$ cat src/rtl/vend_pkg.sv
package vend_pkg;

  // One bit per payment kind, used for edge events and for the accepted payment.
  typedef struct packed {
    logic coin;
    logic note;
  } pay_t;

endpackage

$ cat src/rtl/vend_edge_detect.sv
module vend_edge_detect #(
  parameter int W = 2
) (
  input  logic         clk,
  input  logic         rst,
  input  logic [W-1:0] level_in,
  output logic [W-1:0] rise_out
);

  logic [W-1:0] prev_q;

  always_ff @(posedge clk) begin
    if (rst) prev_q <= '0;
    else     prev_q <= level_in;
  end

  for (genvar i = 0; i < W; i++) begin : g_bit
    assign rise_out[i] = level_in[i] & ~prev_q[i];
  end

endmodule

$ cat src/rtl/vend_pay_select.sv
module vend_pay_select
  import vend_pkg::*;
(
  input  pay_t rise_in,
  output pay_t take_out
);

  // When both arrive together the note wins and the coin event is dropped.
  always_comb begin
    take_out.note = rise_in.note;
    take_out.coin = rise_in.coin & ~rise_in.note;
  end

endmodule

$ cat src/rtl/vend_credit_fsm.sv
module vend_credit_fsm
  import vend_pkg::*;
#(
  parameter int PRICE_STEPS = 5,
  parameter int COIN_STEPS  = 1,
  parameter int NOTE_STEPS  = 2,
  parameter int CRED_W      = 3
) (
  input  logic              clk,
  input  logic              rst,
  input  pay_t              take_in,
  output logic [CRED_W-1:0] credit_q,
  output logic              coin_ack_q,
  output logic              note_ack_q,
  output logic              vend_q
);

  localparam int SUM_W = $clog2(PRICE_STEPS + NOTE_STEPS + 1) + 1;
  localparam logic [SUM_W-1:0] PRICE_S = SUM_W'(PRICE_STEPS);

  logic [SUM_W-1:0]  add_s, sum_s;
  logic              legal_s, reach_s;
  logic [CRED_W-1:0] credit_n;

  always_comb begin
    add_s    = take_in.note ? SUM_W'(NOTE_STEPS) :
               take_in.coin ? SUM_W'(COIN_STEPS) : '0;
    legal_s  = SUM_W'(credit_q) < PRICE_S;
    sum_s    = SUM_W'(credit_q) + add_s;
    reach_s  = legal_s && (sum_s >= PRICE_S);
    if (!legal_s)     credit_n = '0;
    else if (reach_s) credit_n = CRED_W'(sum_s - PRICE_S);
    else              credit_n = CRED_W'(sum_s);
  end

  always_ff @(posedge clk) begin
    if (rst) begin
      credit_q   <= '0;
      coin_ack_q <= 1'b0;
      note_ack_q <= 1'b0;
      vend_q     <= 1'b0;
    end else begin
      credit_q   <= credit_n;
      coin_ack_q <= legal_s & take_in.coin;
      note_ack_q <= legal_s & take_in.note;
      vend_q     <= reach_s;
    end
  end

endmodule

$ cat src/rtl/snack_credit_ctrl.sv
module snack_credit_ctrl
  import vend_pkg::*;
#(
  parameter int PRICE_STEPS = 5,
  parameter int COIN_STEPS  = 1,
  parameter int NOTE_STEPS  = 2
) (
  input  logic clk,
  input  logic rst,
  input  logic coin_half_in,
  input  logic note_one_in,
  output logic coin_ack,
  output logic note_ack,
  output logic vend_pulse
);

  localparam int CRED_W = (PRICE_STEPS > 2) ? $clog2(PRICE_STEPS) : 1;

  pay_t              level_s, rise_s, take_s;
  logic [CRED_W-1:0] credit_q;

  assign level_s.coin = coin_half_in;
  assign level_s.note = note_one_in;

  vend_edge_detect #(.W(2)) u_edge (
    .clk      (clk),
    .rst      (rst),
    .level_in (level_s),
    .rise_out (rise_s)
  );

  vend_pay_select u_sel (
    .rise_in  (rise_s),
    .take_out (take_s)
  );

  vend_credit_fsm #(
    .PRICE_STEPS (PRICE_STEPS),
    .COIN_STEPS  (COIN_STEPS),
    .NOTE_STEPS  (NOTE_STEPS),
    .CRED_W      (CRED_W)
  ) u_fsm (
    .clk        (clk),
    .rst        (rst),
    .take_in    (take_s),
    .credit_q   (credit_q),
    .coin_ack_q (coin_ack),
    .note_ack_q (note_ack),
    .vend_q     (vend_pulse)
  );

endmodule

$ cat config.mk
export PLATFORM = sky130hd
export DESIGN_NAME = snack_credit_ctrl
export DESIGN_NICKNAME = d
export VERILOG_FILES = /design/src/rtl/vend_pkg.sv /design/src/rtl/vend_edge_detect.sv /design/src/rtl/vend_pay_select.sv /design/src/rtl/vend_credit_fsm.sv /design/src/rtl/snack_credit_ctrl.sv
export SDC_FILE = /design/constraint.sdc
export NUM_CORES = 1
export LEC_CHECK = 0
export BUFFER_PORTS_ARGS = -buffer_cell sky130_fd_sc_hd__buf_2
export CELL_PAD_IN_SITES_DETAIL_PLACEMENT = 0
export CELL_PAD_IN_SITES_GLOBAL_PLACEMENT = 1
export CORE_AREA = 2 2 39 41
export DETAILED_ROUTE_END_ITERATION = 6
export DIE_AREA = 0 0 41 43
export HOLD_SLACK_MARGIN = 0.05
export PLACE_DENSITY = 0.69
export SYNTH_ARGS = -nofsm -noshare
export SYNTH_HDL_FRONTEND = slang
export SYNTH_HIERARCHICAL = 1
export SYNTH_SLANG_ARGS = --single-unit
$ cat constraint.sdc
create_clock -name clk -period 7.28 [get_ports clk]
set_input_delay 1.456 -clock clk [delete_from_list [all_inputs] [get_ports clk]]
set_output_delay 1.456 -clock clk [all_outputs]
set_load 0.005 [all_outputs]
==> qor.yml, run 1 <==
status: "completed"
io_buffers: 6
grtUsageMet1: 0.130
cts_htree_levels: 1
met2_usage: 0.138
postCtsSetupBuffers: 0
required_ps: 7450
vias: 299
cts_tree: "done"
nFillCells: 150
synth.avg_cell_area_um2: 9.55
setup_viol: 0
busiest_layer: "met2"
grt_overflow: 0
wl_per_cell_um: 9.71
drc: 0
gp_congestion: 0.680
cap_violations: 0
max_freq_ghz: 0.294
ys_types: 20
start_util: 0.304
cts_buffers: 3
post-route-period-util: 0.467
critPathKind: "in2reg"
synth_cells: 44
post_dp_cell_area_um2: 463
p_per_area_nw_per_um2: 264
synth_nets: 53
die-area_um2: 1760
place_hpwl_um: 548
synthToLayoutAreaGrowth_pct: 15.5
tightest_slew_ps: 602
insertedDiodeCount: 0
grt_max_degree: 7
grt_pass1_wl_um: 1190
finalSetupTns_ps: 0
drt-vias-per-instance: 4.40
io-pin-count: 7
maxSlewViolCount: 0
core_area_um2: 1380
clk_latency_ps: 250
cellLeakagePower_uw: 0.000233
rsz0062_at_grt: "false"
clkTransAtPathRegs_ps: 50
cts_sinks: 8
cts_hold_buffers: 0
fp.dieH_um: 43
antenna_found_initial: 0
skew_ps: 2.74
synth-seq-area-share: 0.381
end_kind: "flop"
ir_drop_uv: 63.4
cts.repair.resized: 0
ys_warn_count: 6
final_area_um2: 485
core.rowCount: 14
syn_area_um2: 420
cts_root_buffer: "clkbuf_4"
max_slew_margin: 0.595
finalHoldWorstSlack_ps: 580
worstHoldPathType: "reg2reg"
crit_path_start_kind: "primary input"
totalWireLength_um: 660
period_minus_slack_ps: 3400
firstDrtPassIters: 1
fin_nets: 63
hold_viol: 0
grtUsageTotal: 0.106
die_w_um: 41
critPathMaxFanout: 4
first_global_vias: 295
drive_gt1_frac: 0.231
final_antenna_net_count: 0
clockBufferDepth: 2
synth_seq_cells: 8
grtUsageMet3: 0.0157
first_iter_violations: 0
cp_data_arrival_time_ps: 3570
==> layout make-up <==
cell class	count	area (um2)	area share
Timing Repair Buffer	6	30.0	0.0619
Clock buffer	3	22.5	0.0464
Inverter	6	22.5	0.0464
Tap cell	16	20.0	0.0412
Multi-Input combinational cell	29	230	0.474
Sequential cell	8	160	0.330
==> logic make-up after synthesis <==
kind of cell / Yosys count / share of synthesized area
muxes: 2 / 0.0476
buffers and inverters: 7 / 0.0714
xor gates and xnor gates: 1 / 0.0208
AOI/OAI and AO/OA: 4 / 0.0565
and+or+nand+nor: 17 / 0.256
DFF: 8 / 0.381
adders and majority gates: 5 / 0.167
==> registers in the layout (all words and copies together), names as in the netlist <==
register          flops
u_edge/prev_q         2
u_fsm/credit_q        3
u_fsm/vend_q          1
u_fsm/coin_ack_q      1
u_fsm/note_ack_q      1
==> per-layer routing <==
layer  part of all wire  vias up
li1                   -      163
met2               0.49        5
met1               0.46      129
met3              0.029        2
met5                  0        -
met4              0.021        0
==> synth_stat cells <==
cell type,number,area share
a21oi_1,2,0.024
a2bb2oi_1,1,0.021
and3_1,1,0.015
buf_4,1,0.018
dfxtp_1,8,0.38
fa_1,1,0.048
ha_1,4,0.12
inv_1,6,0.054
mux2i_1,2,0.048
nand2_1,2,0.018
nand2b_1,1,0.015
nand3_1,3,0.036
nand3b_1,1,0.018
nor2_1,2,0.018
nor2b_1,3,0.045
nor2b_2,2,0.042
nor2b_4,1,0.033
o21ai_0,1,0.012
or4_1,1,0.018
xnor2_1,1,0.021
==> final timing paths <==
| kind | start | endpoint | slack [ps] | depth (start not counted) |
|---|---|---|---|---|
| min | u_edge/prev_q[0] | u_fsm/note_ack_q | 580 | 3 |
| max reg2reg | u_edge/prev_q[0] | u_fsm/credit_q[1] | 4890 | 10 |
| min reg2reg | u_edge/prev_q[0] | u_fsm/note_ack_q | 580 | 3 |
| max | note_one_in | u_fsm/credit_q[1] | 3880 | 11 |
==> worst max-delay path, cell delays in order <==
cell and delay [ps]:
buf_2 100, nor2b_2 180, nor2b_4 110, nor2b_1 140
ha_1 170, inv_1 50, fa_1 490, ha_1 210
nand2b_1 130, a2bb2oi_1 290, mux2i_1 240
==> stage by stage <==
| stage | total power (uW) | std cells | util | setup slack, ps |
|---|---|---|---|---|
| after CTS | 131 | 68 | 0.351 | 3870 |
| after global placement | 96.2 | 65 | 0.335 | 3640 |
| after detailed placement | 97.1 | 65 | 0.335 | 3610 |
| after floorplan | 87.2 | 44 | - | 3900 |
| after global routing | 141 | 68 | 0.351 | 3700 |
| final | 128 | 68 | 0.351 | 3880 |
==> cells in the final DEF, fill, tap and decap left out, drive strengths merged <==
master / count
a21oi: 2
nand3b: 1
and3: 1
xnor2: 1
ha: 4
a2bb2oi: 1
mux2i: 2
nand2: 2
dfxtp: 8
clkbuf: 3
nor2: 2
o21ai: 1
buf: 6
nand2b: 1
fa: 1
nor2b: 6
inv: 6
or4: 1
nand3: 3
==> report_power, final <==
part           switching, uW  internal (uW)
clock                   13.9           18.8
sequential              3.35           50.2
combinational           21.8           20.1
(Power assumes the default switching activity.)
==> inputs of run 2 (changes only) <==
- clock period: 7.28 -> 3.5 ns (I/O delays scaled with it)
==> run 2 against run 1 <==
Against the previous run:
- sequential power increased by 110%
- utilization stayed put
- register-to-register slack worse by 3800 ps
- die area unchanged
- global-route usage grew 0.56 points
- largest cell class unchanged
- worst setup slack worse by 3000 ps
- routed wire length up 8.5%
- final area unchanged
==> qor.yml, run 2 (synthesized netlist as in run 1, its figures left out) <==
postCtsSetupBuffers: 0  # unchanged
max_slew_margin: 0.583  # -0.0117
end_kind: "flop"
critPathMaxFanout: 4  # unchanged
worstHoldPathType: "reg2reg"
grt_max_degree: 7  # unchanged
cts_htree_levels: 1  # unchanged
final_common_cell: "dfxtp_1"
preCtsSetupSlack_ps: 600  # -3010 ps
cap_violations: 0  # unchanged
largest_register: "u_fsm/credit_q"
place_hpwl_um: 569  # +3.9%
firstDrtPassIters: 2  # +1
tightest_slew_ps: 619  # +17.3 ps
fin_nets: 63  # unchanged
first_iter_violations: 1  # +1
status: "completed"
cpPeakStageDelay_ps: 480  # about the same
gp_congestion: 0.722  # +6.1%
clk_latency_ps: 250  # about the same
mostFrequentLayoutCells: "dfxtp_1, buf_2, inv_1"
final_antenna_net_count: 0  # unchanged
rsz0062_at_grt: "false"
finalCoreUtilization: 0.351  # unchanged
cts_sinks: 8  # unchanged
drc: 0  # unchanged
die-area_um2: 1760  # unchanged
core_area_um2: 1380  # unchanged
crit_cells: 11  # unchanged
required_ps: 3680  # -3770 ps
crit_chain: "buf_2 > nor2b_2 > nor2b_4 > nor2b_1 > ha_1 > inv_1 > fa_1 > ha_1 > nand2b_1 > a2bb2oi_1 > mux2i_1"
top_layer: "met4"
post-route-period-util: 0.754
drive_gt1_frac: 0.231  # unchanged
crit_path_top_delay_cell: "fa_1"
hold_viol: 0  # unchanged
wl_met3_um: 16  # -16%
worst-path-buf-inv: 2  # unchanged
cts_buffers: 3  # unchanged
cp_data_arrival_time_ps: 2810  # -760 ps
cts_hold_buffers: 0  # unchanged
crit_path_start_kind: "primary input"
vias: 298  # -0.33%
totalWireLength_um: 716  # +8.5%
drt-vias-per-instance: 4.38  # -0.33%
maxSlewViolCount: 0  # unchanged
ir_drop_uv: 140  # +120%
hold_path_depth: 3  # unchanged
path_delay_family: "adder cells"
finalSetupTns_ps: 0  # unchanged
critPathKind: "in2reg"
first_global_vias: 315  # +6.8%
core.rowCount: 14  # unchanged
die_w_um: 41  # unchanged
cellLeakagePower_uw: 0.000233  # unchanged
grtUsageTotal: 0.111  # +0.00560
setup_viol: 0  # unchanged
layout_setup_ws_ps: 862  # -3020 ps
grt_overflow: 0  # unchanged
start_util: 0.304  # unchanged
skew_ps: 2.19  # -0.548 ps
nFillCells: 150  # unchanged
insertedDiodeCount: 0  # unchanged
cts_tree: "done"
max_freq_ghz: 0.379
p_per_area_nw_per_um2: 557  # +110%
largest_reg_flops: 3  # unchanged
antenna_found_initial: 0  # unchanged
io_buffers: 6  # unchanged
power_uw: 270  # +110%
synthToLayoutAreaGrowth_pct: 15.5  # unchanged
clkTransAtPathRegs_ps: 50  # about the same
path_common_cell: "ha_1"
period_minus_slack_ps: 2640
met1Wirelength_um: 330  # +9.6%
cts_root_buffer: "clkbuf_4"
top_regs: "u_fsm/credit_q x3, u_edge/prev_q x2"
grt_pass1_wl_um: 1280  # +8.2%
cts.repair.resized: 0  # unchanged
routed-wl-met2_um: 357  # +10%
io-pin-count: 7  # unchanged
clockBufferDepth: 2  # unchanged
fp.dieH_um: 43  # unchanged
ff2ff_path_depth: 10  # unchanged
wl_per_cell_um: 10.5  # +8.5%
## run 2: cell counts in the layout (fill, tap and decap cells not counted)
No cell type changed its count.
## run 2: power breakdown
group	total, uW	switching, uW	internal, uW
Sequential	112	7.53	104
Clock	69.2	30.0	39.2
Combinational	89.2	46.7	42.5
## run 2: metrics by stage
stage | hold slack, ps | cells | instance area, um2
4_1_cts | 596 | 68 | 485
2_1_floorplan | 551 | 44 | 420
5_1_grt | 624 | 68 | 485
3_3_place_gp | 586 | 65 | 463
3_5_place_dp | 588 | 65 | 463
6_report | 582 | 68 | 485
## run 2: cell type report
cell class / count / area (um2) / area share
sequential: 8 / 160 / 0.330
timing repair buffer: 6 / 30.0 / 0.0619
clock buffer: 3 / 22.5 / 0.0464
multi-input combinational: 29 / 230 / 0.474
inverter: 6 / 22.5 / 0.0464
tap: 16 / 20.0 / 0.0412
## run 2: routing by layer
metal,vias up,track usage
met5,-,0
met4,0,0.100
met3,2,0.0157
met2,5,0.150
met1,130,0.145
li1,161,-
## run 2: worst reg2reg max path, stage by stage (launching register included)
cell	delay, ps
dfxtp_1	300
nor2b_2	210
nor2b_4	60
nor2b_1	130
ha_1	210
inv_1	80
fa_1	450
ha_1	220
nand2b_1	130
a2bb2oi_1	280
mux2i_1	230
## run 2: path summary, 6_finish.rpt
kind                     from                 to  slack (ps)
min reg2reg  u_edge/prev_q[0]   u_fsm/note_ack_q         580
max               note_one_in  u_fsm/credit_q[1]         860
max reg2reg  u_edge/prev_q[0]  u_fsm/credit_q[1]        1130
min          u_edge/prev_q[0]   u_fsm/note_ack_q         580
==> inputs of run 3 (changes only) <==
- clock period: 3.5 -> 2.6 ns (I/O delays scaled with it)
==> run 3 against run 2 <==
Against the previous run:
- register-to-register slack worse by 860 ps
- critical path depth is 1 lower
- worst setup slack worse by 700 ps
- non-clock buffer count is 2 higher
- global-route usage is 0.78 points lower
- clock skew hardly changed
- first-iteration DRC count grew to 8.0 times the previous value
- power is 35% higher
- critical path type unchanged
- largest cell class unchanged
- largest power group unchanged
==> qor.yml, run 3 (synthesized netlist as in run 1, its figures left out) <==
status: "completed"
preCtsSetupSlack_ps: -92.6  # -692 ps
die_w_um: 41  # unchanged
skew_ps: 2.16  # -0.0323 ps
cts_htree_levels: 1  # unchanged
critPathKind: "in2reg"
worstHoldPathType: "in2reg"
drt-vias-per-instance: 4.56  # +4.0%
finalCoreUtilization: 0.362  # +0.0108
end_kind: "flop"
rsz0062_at_grt: "false"
max_slew_margin: 0.585  # +0.00248
dp.cells: 67  # +3.1%
post-route-period-util: 0.938
first_iter_violations: 8  # +7
required_ps: 2780  # -900 ps
core.rowCount: 14  # unchanged
crit_chain: "buf_2 > nor2b_2 > nor2b_4 > nor2b_1 > ha_1 > inv_1 > fa_1 > ha_1 > or4_1 > a21oi_1"
clockBufferDepth: 2  # unchanged
vias: 319  # +7.0%
totalWireLength_um: 659  # -8.0%
worst-path-buf-inv: 2  # unchanged
start_util: 0.304  # unchanged
switching_share: 0.303  # -0.00859
insertedDiodeCount: 0  # unchanged
tightest_slew_ps: 615  # -3.68 ps
setup_viol: 0  # unchanged
grt_max_degree: 7  # unchanged
io_buffers: 6  # unchanged
p_comb_frac: 0.339  # +0.009
antenna_found_initial: 0  # unchanged
cts_sinks: 8  # unchanged
drive_gt1_frac: 0.259  # +0.0285
crit_path_start_kind: "primary input"
cp_data_arrival_time_ps: 2620  # -190 ps
clkTransAtPathRegs_ps: 50  # about the same
fin_nets: 65  # +3.2%
nFillCells: 151  # +0.67%
path_delay_family: "adder cells"
period_minus_slack_ps: 2440
largest_reg_flops: 3  # unchanged
clkPwrFrac: 0.252  # -0.004
p_per_area_nw_per_um2: 731  # +31%
maxSlewViolCount: 0  # unchanged
gp_congestion: 0.679  # -6.0%
p_sw_uw: 111  # +32%
p_seq_frac: 0.409  # -0.005
power_uw: 366  # +35%
mostFrequentLayoutCells: "dfxtp_1, buf_2, inv_1"
cts_tree: "done"
cpPeakStageDelay_ps: 490  # about the same
die-area_um2: 1760  # unchanged
layout_setup_ws_ps: 162  # -700 ps
drc: 0  # unchanged
wl_per_cell_um: 9.41  # -11%
crit_path_top_delay_cell: "fa_1"
final_antenna_net_count: 0  # unchanged
first_global_vias: 304  # -3.5%
hold_viol: 0  # unchanged
grt_overflow: 0  # unchanged
synthToLayoutAreaGrowth_pct: 19.0
io-pin-count: 7  # unchanged
cts_buffers: 3  # unchanged
clk_latency_ps: 250  # about the same
finalNonFillerCells: 70  # +2.9%
max_freq_ghz: 0.410
critPathMaxFanout: 3  # -1
cts.repair.resized: 0  # unchanged
path_common_cell: "ha_1"
fp.dieH_um: 43  # unchanged
place_hpwl_um: 527  # -7.4%
firstDrtPassIters: 4  # +2
cellLeakagePower_uw: 0.000242  # +4.0%
cap_violations: 0  # unchanged
cts_root_buffer: "clkbuf_4"
core_area_um2: 1380  # unchanged
grt_pass1_wl_um: 1170  # -8.6%
grtUsageTotal: 0.104  # -0.00782
top_regs: "u_fsm/credit_q x3, u_edge/prev_q x2"
cts_hold_buffers: 0  # unchanged
ir_drop_uv: 198  # +41%
p_int_uw: 255  # +37%
final_common_cell: "dfxtp_1"
postCtsSetupBuffers: 0  # unchanged
largest_register: "u_fsm/credit_q"
-- run 3: cell count changes in the layout (fill, tap and decap cells not counted), sizes merged --
cell / change
buf: +2
-- run 3: metrics by stage --
step / area, um2 / TNS (ps) / hold slack [ps]
global route: 500 / 0 / 467
floorplan: 420 / 0 / 551
detailed placement: 478 / -117 / 601
finish: 500 / 0 / 453
CTS: 500 / 0 / 447
global placement: 478 / -117 / 596
-- run 3: worst paths after layout --
path	depth (start not counted)	endpoint	slack, ps	startpoint
worst max-delay path	10	u_fsm/credit_q[2]	160	note_one_in
worst min-delay path	2	u_edge/prev_q[1]	450	rst
worst max register to register	9	u_fsm/credit_q[2]	270	u_edge/prev_q[0]
worst min register to register	3	u_fsm/credit_q[2]	620	u_fsm/credit_q[2]
-- run 3: area by class of cell --
cell class / instances / area, um2 / area share
flip-flops and latches: 8 / 160 / 0.320
repair buffers: 8 / 45.0 / 0.0900
inverters: 6 / 22.5 / 0.0450
clock buffers: 3 / 22.5 / 0.0450
well taps: 16 / 20.0 / 0.0400
multi-input cells: 29 / 230 / 0.460
-- run 3: per-layer routing --
layer	up-vias	part of all wire	routed length, um	GRT usage
li1	165	-	-	-
met2	7	0.49	325	0.147
met4	0	0.039	26	0.100
met3	4	0.027	18	0.0314
met5	-	0	0	0
met1	143	0.44	288	0.113
-- run 3: power by group through the flow --
stage | logic [uW] | registers (uW) | clock network, uW
3_3_place_gp | 123 | 153 | 0
5_1_grt | 144 | 151 | 101
6_report | 124 | 150 | 92.0
3_5_place_dp | 125 | 152 | 0
4_1_cts | 125 | 150 | 95.7
2_1_floorplan | 93.1 | 151 | 0
